==> config.mk <==
export PLATFORM = sky130hd
export DESIGN_NAME = clkdiv_prog
export DESIGN_NICKNAME = d
export VERILOG_FILES = /design/src/rtl/clkdiv_pkg.sv /design/src/rtl/clkdiv_decode.sv /design/src/rtl/clkdiv_ctrl.sv /design/src/rtl/clkdiv_core.sv /design/src/rtl/clkdiv_prog.sv
export SDC_FILE = /design/constraint.sdc
export NUM_CORES = 1
export LEC_CHECK = 0
export BUFFER_PORTS_ARGS = -buffer_cell sky130_fd_sc_hd__buf_2
export CORE_MARGIN = 2
export CORE_UTILIZATION = 37
export DETAILED_ROUTE_END_ITERATION = 16
export PLACE_DENSITY = 0.69
export SYNTH_ARGS = -nofsm -noshare
export SYNTH_HDL_FRONTEND = slang
export SYNTH_SLANG_ARGS = --single-unit
==> constraint.sdc <==
create_clock -name clk -period 1.6 [get_ports clk]
set_input_delay 0.16 -clock clk [delete_from_list [all_inputs] [get_ports clk]]
set_output_delay 0.16 -clock clk [all_outputs]
set_load 0.02 [all_outputs]
==> src/rtl/clkdiv_pkg.sv <==
package clkdiv_pkg;

    typedef enum logic [1:0] {
        ENC_PLUS1  = 2'd0,
        ENC_DIRECT = 2'd1,
        ENC_POW2   = 2'd2,
        ENC_TABLE  = 2'd3
    } enc_mode_e;

    typedef struct packed {
        logic pend;
        logic err;
        logic idle;
    } ctl_flags_t;

    function automatic int bits_for(int unsigned v);
        return (v < 2) ? 1 : $clog2(v + 1);
    endfunction

    function automatic int field_bits(enc_mode_e m, int unsigned maxd, int unsigned tbln);
        case (m)
            ENC_PLUS1:  return bits_for(maxd - 1);
            ENC_DIRECT: return bits_for(maxd);
            ENC_POW2:   return bits_for($clog2(maxd));
            default:    return bits_for(tbln - 1);
        endcase
    endfunction

endpackage

==> src/rtl/clkdiv_decode.sv <==
module clkdiv_decode
    import clkdiv_pkg::*;
#(
    parameter enc_mode_e   MODE    = ENC_PLUS1,
    parameter int          FW      = 3,
    parameter int          DIV_W   = 4,
    parameter int unsigned MIN_DIV = 1,
    parameter int unsigned MAX_DIV = 8,
    parameter int          TBL_N   = 4,
    parameter int          TBL_EW  = 8,
    parameter logic [TBL_N*TBL_EW-1:0] DIV_TBL = '0
) (
    input  logic [FW-1:0]    code,
    output logic [DIV_W-1:0] div,
    output logic             ok
);
    int unsigned d;

    if (MODE == ENC_TABLE) begin : g_tbl
        always_comb begin
            d = 0;
            for (int i = 0; i < TBL_N; i++) begin
                if (32'(code) == i)
                    d = 32'(DIV_TBL[i*TBL_EW +: TBL_EW]);
            end
            ok = (d != 0);
        end
    end else begin : g_arith
        always_comb begin
            case (MODE)
                ENC_PLUS1:  d = 32'(code) + 1;
                ENC_DIRECT: d = 32'(code);
                ENC_POW2:   d = (32'(code) < 31) ? (32'd1 << code) : 32'd0;
                default:    d = 0;
            endcase
            ok = (d >= MIN_DIV) && (d <= MAX_DIV) && (d != 0);
        end
    end

    assign div = DIV_W'(d);

endmodule

==> src/rtl/clkdiv_ctrl.sv <==
module clkdiv_ctrl
    import clkdiv_pkg::*;
#(
    parameter int REG_W    = 32,
    parameter int FW       = 3,
    parameter int SHIFT    = 0,
    parameter int IDLE_BIT = 31,
    parameter int DIV_W    = 4,
    parameter logic [DIV_W-1:0] RST_DIV = 1
) (
    input  logic             clk,
    input  logic             rst,
    input  logic             wr_en,
    input  logic [REG_W-1:0] wr_data,
    input  logic [DIV_W-1:0] dec_div,
    input  logic             dec_ok,
    input  logic             boundary,
    output logic [FW-1:0]    code,
    output logic [DIV_W-1:0] cur_div,
    output logic             err,
    output logic             idle_bit
);
    ctl_flags_t       st;
    logic [DIV_W-1:0] pend_div;
    logic             unused_bits;

    assign code        = wr_data[SHIFT +: FW];
    assign unused_bits = ^wr_data;
    assign err         = st.err;
    assign idle_bit    = st.idle;

    always_ff @(posedge clk) begin
        if (rst) begin
            cur_div  <= RST_DIV;
            pend_div <= '0;
            st       <= '0;
        end else begin
            if (boundary && st.pend) begin
                cur_div <= pend_div;
                st.pend <= 1'b0;
            end
            if (wr_en) begin
                st.err  <= !dec_ok;
                st.idle <= wr_data[IDLE_BIT];
                if (dec_ok) begin
                    pend_div <= dec_div;
                    st.pend  <= 1'b1;
                end
            end
        end
    end

    // rejected code raises the flag on the next cycle
    assert_bad_code_flags_R7: assert property (@(posedge clk) disable iff (rst)
        (wr_en && !dec_ok) |=> err);
    // flag is sticky while no write happens
    assert_err_sticky_R7: assert property (@(posedge clk) disable iff (rst)
        (err && !wr_en) |=> err);
    // divisor only moves at a period boundary
    assert_apply_at_edge_R8: assert property (@(posedge clk) disable iff (rst)
        !$stable(cur_div) |-> $past(boundary));

endmodule

==> src/rtl/clkdiv_core.sv <==
module clkdiv_core #(
    parameter int DIV_W = 4
) (
    input  logic             clk,
    input  logic             rst,
    input  logic [DIV_W-1:0] div,
    output logic             tick,
    output logic             clk_out
);
    logic [DIV_W-1:0] cnt;
    logic [DIV_W:0]   half;

    assign tick    = (cnt == div - 1'b1);
    assign half    = ({1'b0, div} + (DIV_W+1)'(1)) >> 1;
    assign clk_out = ({1'b0, cnt} < half);

    always_ff @(posedge clk) begin
        if (rst)       cnt <= '0;
        else if (tick) cnt <= '0;
        else           cnt <= cnt + 1'b1;
    end

    // phase counter never leaves the current period
    assert_cnt_in_period_R9: assert property (@(posedge clk) disable iff (rst)
        cnt < div);

endmodule

==> src/rtl/clkdiv_prog.sv <==
module clkdiv_prog
    import clkdiv_pkg::*;
#(
    parameter int          REG_W       = 32,
    parameter enc_mode_e   MODE        = ENC_PLUS1,
    parameter int          FIELD_SHIFT = 0,
    parameter int unsigned MIN_DIV     = 1,
    parameter int unsigned MAX_DIV     = 8,
    parameter int          TBL_N       = 4,
    parameter int          TBL_EW      = 8,
    parameter logic [TBL_N*TBL_EW-1:0] DIV_TBL = 32'h1000_0804,
    parameter int          IDLE_BIT    = 31,
    parameter logic        IDLE_INV    = 1'b0
) (
    input  logic             clk,
    input  logic             rst,
    input  logic             wr_en,
    input  logic [REG_W-1:0] wr_data,
    output logic             div_clk,
    output logic             div_tick,
    output logic             code_err,
    output logic             autoidle_on
);
    localparam int FW    = field_bits(MODE, MAX_DIV, TBL_N);
    localparam int DIV_W = (MODE == ENC_TABLE) ? TBL_EW : bits_for(MAX_DIV);
    localparam logic [DIV_W-1:0] RST_DIV =
        (MODE == ENC_TABLE) ? DIV_W'(DIV_TBL[TBL_EW-1:0]) : DIV_W'(1);

    logic [FW-1:0]    code;
    logic [DIV_W-1:0] dec_div, cur_div;
    logic             dec_ok, idle_bit;

    clkdiv_decode #(
        .MODE(MODE), .FW(FW), .DIV_W(DIV_W), .MIN_DIV(MIN_DIV), .MAX_DIV(MAX_DIV),
        .TBL_N(TBL_N), .TBL_EW(TBL_EW), .DIV_TBL(DIV_TBL)
    ) u_dec (
        .code(code), .div(dec_div), .ok(dec_ok)
    );

    clkdiv_ctrl #(
        .REG_W(REG_W), .FW(FW), .SHIFT(FIELD_SHIFT), .IDLE_BIT(IDLE_BIT),
        .DIV_W(DIV_W), .RST_DIV(RST_DIV)
    ) u_ctrl (
        .clk(clk), .rst(rst), .wr_en(wr_en), .wr_data(wr_data),
        .dec_div(dec_div), .dec_ok(dec_ok), .boundary(div_tick),
        .code(code), .cur_div(cur_div), .err(code_err), .idle_bit(idle_bit)
    );

    clkdiv_core #(.DIV_W(DIV_W)) u_core (
        .clk(clk), .rst(rst), .div(cur_div), .tick(div_tick), .clk_out(div_clk)
    );

    assign autoidle_on = idle_bit ^ IDLE_INV;

    // a legal write clears the error flag
    assert_err_clear_R7: assert property (@(posedge clk) disable iff (rst)
        (wr_en && dec_ok) |=> !code_err);
    // applied divisor stays inside the legal range
    assert_applied_legal_R6: assert property (@(posedge clk) disable iff (rst)
        (MODE == ENC_TABLE) ||
        ((32'(cur_div) >= MIN_DIV) && (32'(cur_div) <= MAX_DIV)));

endmodule

==> parameters.txt <==
Parameter                              Value

Timing
  Period Utilization, post-route ... 120%
  Slew Limit Headroom ... around three quarters
  Worst-Margin Slew ... around 0.38 ns
  Final hold violation count ... 0
  Final max-slew violation count ... 0
  RSZ-0062 raised after global routing ... true
  Final number of setup-violating endpoints ... 2
  Maximum achievable frequency ... roughly 520 MHz
  Largest clock skew in the final design ... ~0.002 ns
  Post-route minimum period ... slightly below 2 ns
  Post-route setup slack ... -0.322 ns

Cells and area
  Area of the multi-input gates ... 582 µm²
  Register cell area after layout ... about 310 µm²
  Share of cells above drive strength 1 ... 30.3%
  Nets ... approximately 150
  Ant. Diodes ... 0
  Final core utilization ... 49.3%
  Area Growth Syn to Fin ... 26.2%
  Fill cells ... ~220

Floorplanning
  Std-Cell Core Area ... between 2000 and 2500 µm²
  Initial Util ... approximately 39%
  Chip Width ... around 52 µm
  Number of top-level pins ... 39
  Die Y-Extent ... 52.3 µm
  Site row count ... 17
  Die Footprint ... between 2000 and 3000 µm²

Synth
  Count of unique library cells instantiated by Yosys ... 28
  Number of nets in the synthesized netlist ... ~130
  Largest cells by area after synthesis ... sky130_fd_sc_hd__dfxtp_1 (35%), sky130_fd_sc_hd__ha_1 (12%), sky130_fd_sc_hd__xnor2_1 (9.1%)
  Syn_area_per_cell ... ~9.5 µm²
  Post-synth top area share ... a little over a third
  Simple-gate share of the synthesized area ... between 20% and 30%
  Fraction of synthesized cell area in xor and xnor cells ... 11.2%
  Sequential cell area fraction in the yosys report ... a little over a third
  Area of the mapped netlist ... ~860 µm²
  Arithmetic-cell share of the synthesized area counting full adders, half adders and majority gates ... between 10% and 20%
  Number of synthesized register bits ... 15
  Post-Synthesis Cells ... ~90
  Combinational family with the most area after synthesis ... simple AND/OR/NAND/NOR gates
  Mux contribution to synthesized area ... roughly 5.8%
  Most area-hungry cell type in the Yosys netlist ... sky130_fd_sc_hd__dfxtp_1
  Synthesized-area fraction occupied by ao, oa, aoi and oai cells ... around 12%
  Number of warnings reported in the yosys synthesis log ... 0

Critical path
  Stages on worst setup path ... 7
  Crit Reg-Reg Startpoint ... u_ctrl.cur_div[1]
  CP Cell Sequence ... ha_4 > xnor2_1 > ha_1 > a21o_1 > a21o_1 > a21oi_4 > buf_6
  Cell type of the slowest stage on the worst timing path ... sky130_fd_sc_hd__dfxtp_4
  R2r endpoint ... u_ctrl.st[2]
  Most numerous cell on the critical path ... sky130_fd_sc_hd__a21o_1
  Crit path max fanout ... 2
  Number of buffer and inverter instances along the worst setup path ... 1
  Type of the worst setup path ... reg -> out
  Data arrival, critical path ... 1.76 ns
  Critical path required time ... 1.44 ns
  Crit path launch type ... flip-flop
  Critical Path End Type ... output pin
  Family of cells with the greatest summed delay on the critical path ... compound AO/OA/AOI/OAI gates
  Biggest cell delay along the critical path ... ~0.36 ns
  Flop2flop setup slack ... 0 ns
  Worst reg-to-reg path cell count ... 8

GRT
  Antenna violations before repair ... 0
  GRT Util Overall ... 13.5%
  Aggregate global routing overflow ... 0
  Number of global-route vias before repair ... roughly 660
  Pin count of the biggest net entering global routing ... 21
  First-pass GRT wire length ... around 2.7 mm

Place
  Detail Placement HPWL ... 1.19 mm
  Number of buffers added on ports ... 10
  Post-Place Worst Slack ... -0.102 ns
  Placer's final routability congestion estimate ... between 0.7 and 0.8

Outcome
  Run status ... complete, but fails checks
  Violated checks ... negative setup slack

Clocking
  # hold bufs at CTS ... 0
  Maximum count of clock buffers along a single path ... 2
  Inserted Clock Buffers ... 3
  H-tree lvl count ... 1
  Clock net sink count ... 15
  Source-to-sink clock delay at the later pin of the worst-skew pair ... between 0.2 and 0.3 ns
  Clock slew at the register clock pins of the worst setup and hold paths ... approximately 0.080 ns
  TritonCTS clock tree ... yes
  Root Buffer Master ... sky130_fd_sc_hd__clkbuf_4

Hold path
  HP Class ... in -> reg
  Beginning of the worst hold path ... wr_data[31]
  Depth of the worst hold-timing path ... 3
  Worst Hold End ... u_ctrl.idle_bit

Detailed routing
  Vias ... 674
  DRC violation total after the first TritonRoute iteration ... 11
  Remaining design rule violation count ... 0
  Number of detailed-route iterations in the first pass ... 4
  Vias per std cell ... between 4 and 5
  Wirelength per Cell ... roughly 11 µm
  Final Routed Wirelength ... 1.51 mm
  Number of nets still failing antenna checks after routing ... 0

Run
  Max-Cap Viols ... 0

Power and ir drop
  Switching portion of total power ... 36.8%
  P_sw ... a little over 0.6 mW
  Portion of total power attributed to the clock network ... between 10% and 20%
  Sequential power share ... 29.2%
  Total power draw ... between 1.5 and 2 mW
  Worst IR drop on VDD ... 1.01 mV
  Combinational cell fraction of total power ... slightly below 60%
  Internal Power ... approximately 1.1 mW
  Pwr per Cell Area ... between 1500 and 2000 nW/µm²
  Pleak ... roughly 0.47 nW
==> synth_stat cells <==
cell and n:
sky130_fd_sc_hd__mux2i_1 5, sky130_fd_sc_hd__ha_1 8, sky130_fd_sc_hd__inv_1 5, sky130_fd_sc_hd__a21boi_0 1
sky130_fd_sc_hd__and3b_1 1, sky130_fd_sc_hd__or3_1 1, sky130_fd_sc_hd__dfxtp_1 15, sky130_fd_sc_hd__o21ai_0 2
sky130_fd_sc_hd__nand2b_1 7, sky130_fd_sc_hd__or2b_1 1, sky130_fd_sc_hd__a311oi_1 2, sky130_fd_sc_hd__o21a_1 1
sky130_fd_sc_hd__a21oi_1 5, sky130_fd_sc_hd__nand4bb_1 1, sky130_fd_sc_hd__a211oi_1 1, sky130_fd_sc_hd__nor3b_1 1
sky130_fd_sc_hd__a21o_1 2, sky130_fd_sc_hd__buf_4 1, sky130_fd_sc_hd__o32ai_1 1, sky130_fd_sc_hd__nand3_1 5
sky130_fd_sc_hd__xnor2_1 9, sky130_fd_sc_hd__nor4_4 1, sky130_fd_sc_hd__clkbuf_1 3, sky130_fd_sc_hd__xor2_1 2
sky130_fd_sc_hd__nor3_1 3, sky130_fd_sc_hd__o21ai_1 1, sky130_fd_sc_hd__nor3_2 1, sky130_fd_sc_hd__nor2_1 5
==> worst max-delay path by stage <==
stage | start | to | slack, ns
5_1_grt | u_ctrl.cur_div[0] | div_clk | -0.40
6_report | u_ctrl.cur_div[0] | div_clk | -0.32
4_1_cts | u_ctrl.cur_div[0] | div_clk | -0.34
3_5_place_dp | u_ctrl.cur_div[0] | div_clk | -0.10
3_3_place_gp | u_ctrl.cur_div[0] | div_clk | -0.11
2_1_floorplan | u_ctrl.cur_div[0] | u_ctrl.st[2] | -0.02
==> worst register-to-register path, stage by stage, from the launching register on <==
cell	delay, ns
sky130_fd_sc_hd__dfxtp_2	0.37
sky130_fd_sc_hd__buf_4	0.12
sky130_fd_sc_hd__inv_2	0.04
sky130_fd_sc_hd__ha_4	0.23
sky130_fd_sc_hd__xnor2_1	0.12
sky130_fd_sc_hd__buf_4	0.14
sky130_fd_sc_hd__nor4_4	0.22
sky130_fd_sc_hd__buf_4	0.18
sky130_fd_sc_hd__o32ai_1	0.08
==> layout by cell type, fill, tap and decap left out, drive strengths merged <==
cell,netlist,layout
xnor2,9,9
o32ai,1,1
a211oi,1,1
nor3b,1,1
dfxtp,15,15
nor3,4,4
o21a,1,1
or3,1,1
or2b,1,1
nor2,5,5
ha,8,8
inv,5,5
a21oi,5,5
mux2i,5,5
xor2,2,2
a21boi,1,1
clkbuf,3,4
nor4,1,1
a21o,2,2
nand3,5,5
nand2b,7,7
nand4bb,1,1
a311oi,2,2
o21ai,3,3
buf,1,18
and3b,1,1
==> flip-flops by register name, indices dropped and copies added, names as in the netlist <==
register / cells
u_core.cnt: 4
u_ctrl.cur_div: 4
u_ctrl.pend_div: 4
u_ctrl.err: 1
u_ctrl.idle_bit: 1
u_ctrl.st: 1
==> through the flow <==
stage	std cells	instance area, µm²	hold WS (ns)	setup TNS (ns)
2_1_floorplan	91	910	0.276	-0.0214
3_3_place_gp	133	1040	0.399	-0.107
3_5_place_dp	133	1040	0.417	-0.130
4_1_cts	137	1080	0.112	-0.725
5_1_grt	137	1090	0.140	-1.66
6_report	137	1090	0.124	-0.575
==> layer usage <==
metal | GRT usage, % | vias to the layer above | wire (µm)
met4 | 7.69 | 0 | 33
met1 | 15.8 | 305 | 691
met5 | 0 | - | 0
met2 | 22.9 | 13 | 742
li1 | - | 352 | -
met3 | 2.57 | 4 | 46
==> kinds of logic (layout without fill, tap and decap cells) <==
logic type / after synthesis / count (layout)
flops: 15 / 15
fa+ha+maj: 8 / 8
simple gates: 27 / 27
compound gates: 16 / 16
buf+inv: 9 / 27
xor+xnor: 11 / 11
mux: 5 / 5
==> power groups by stage <==
| stage | clock (mW) | combinational, mW | sequential [mW] |
|---|---|---|---|
| 2_1_floorplan | 0 | 0.645 | 0.499 |
| 3_3_place_gp | 0 | 0.911 | 0.486 |
| 3_5_place_dp | 0 | 0.924 | 0.490 |
| 4_1_cts | 0.222 | 0.987 | 0.488 |
| 5_1_grt | 0.237 | 1.08 | 0.499 |
| 6_report | 0.208 | 0.979 | 0.489 |
==> cell type report <==
class | count | area share (%)
flip-flops and latches | 15 | 28.0
multi-input cells | 67 | 53.4
well taps | 28 | 3.21
repair buffers | 18 | 11.3
inverters | 5 | 1.72
clock buffers | 4 | 2.41
==> timing repair <==
item,CTS,global route
resized for setup,4,2
endpoints found under the setup margin,7,11
buffers inserted,0,0
endpoints found under the hold margin,0,0
pin swaps,5,0
Power figures use the tool's default switching activity.
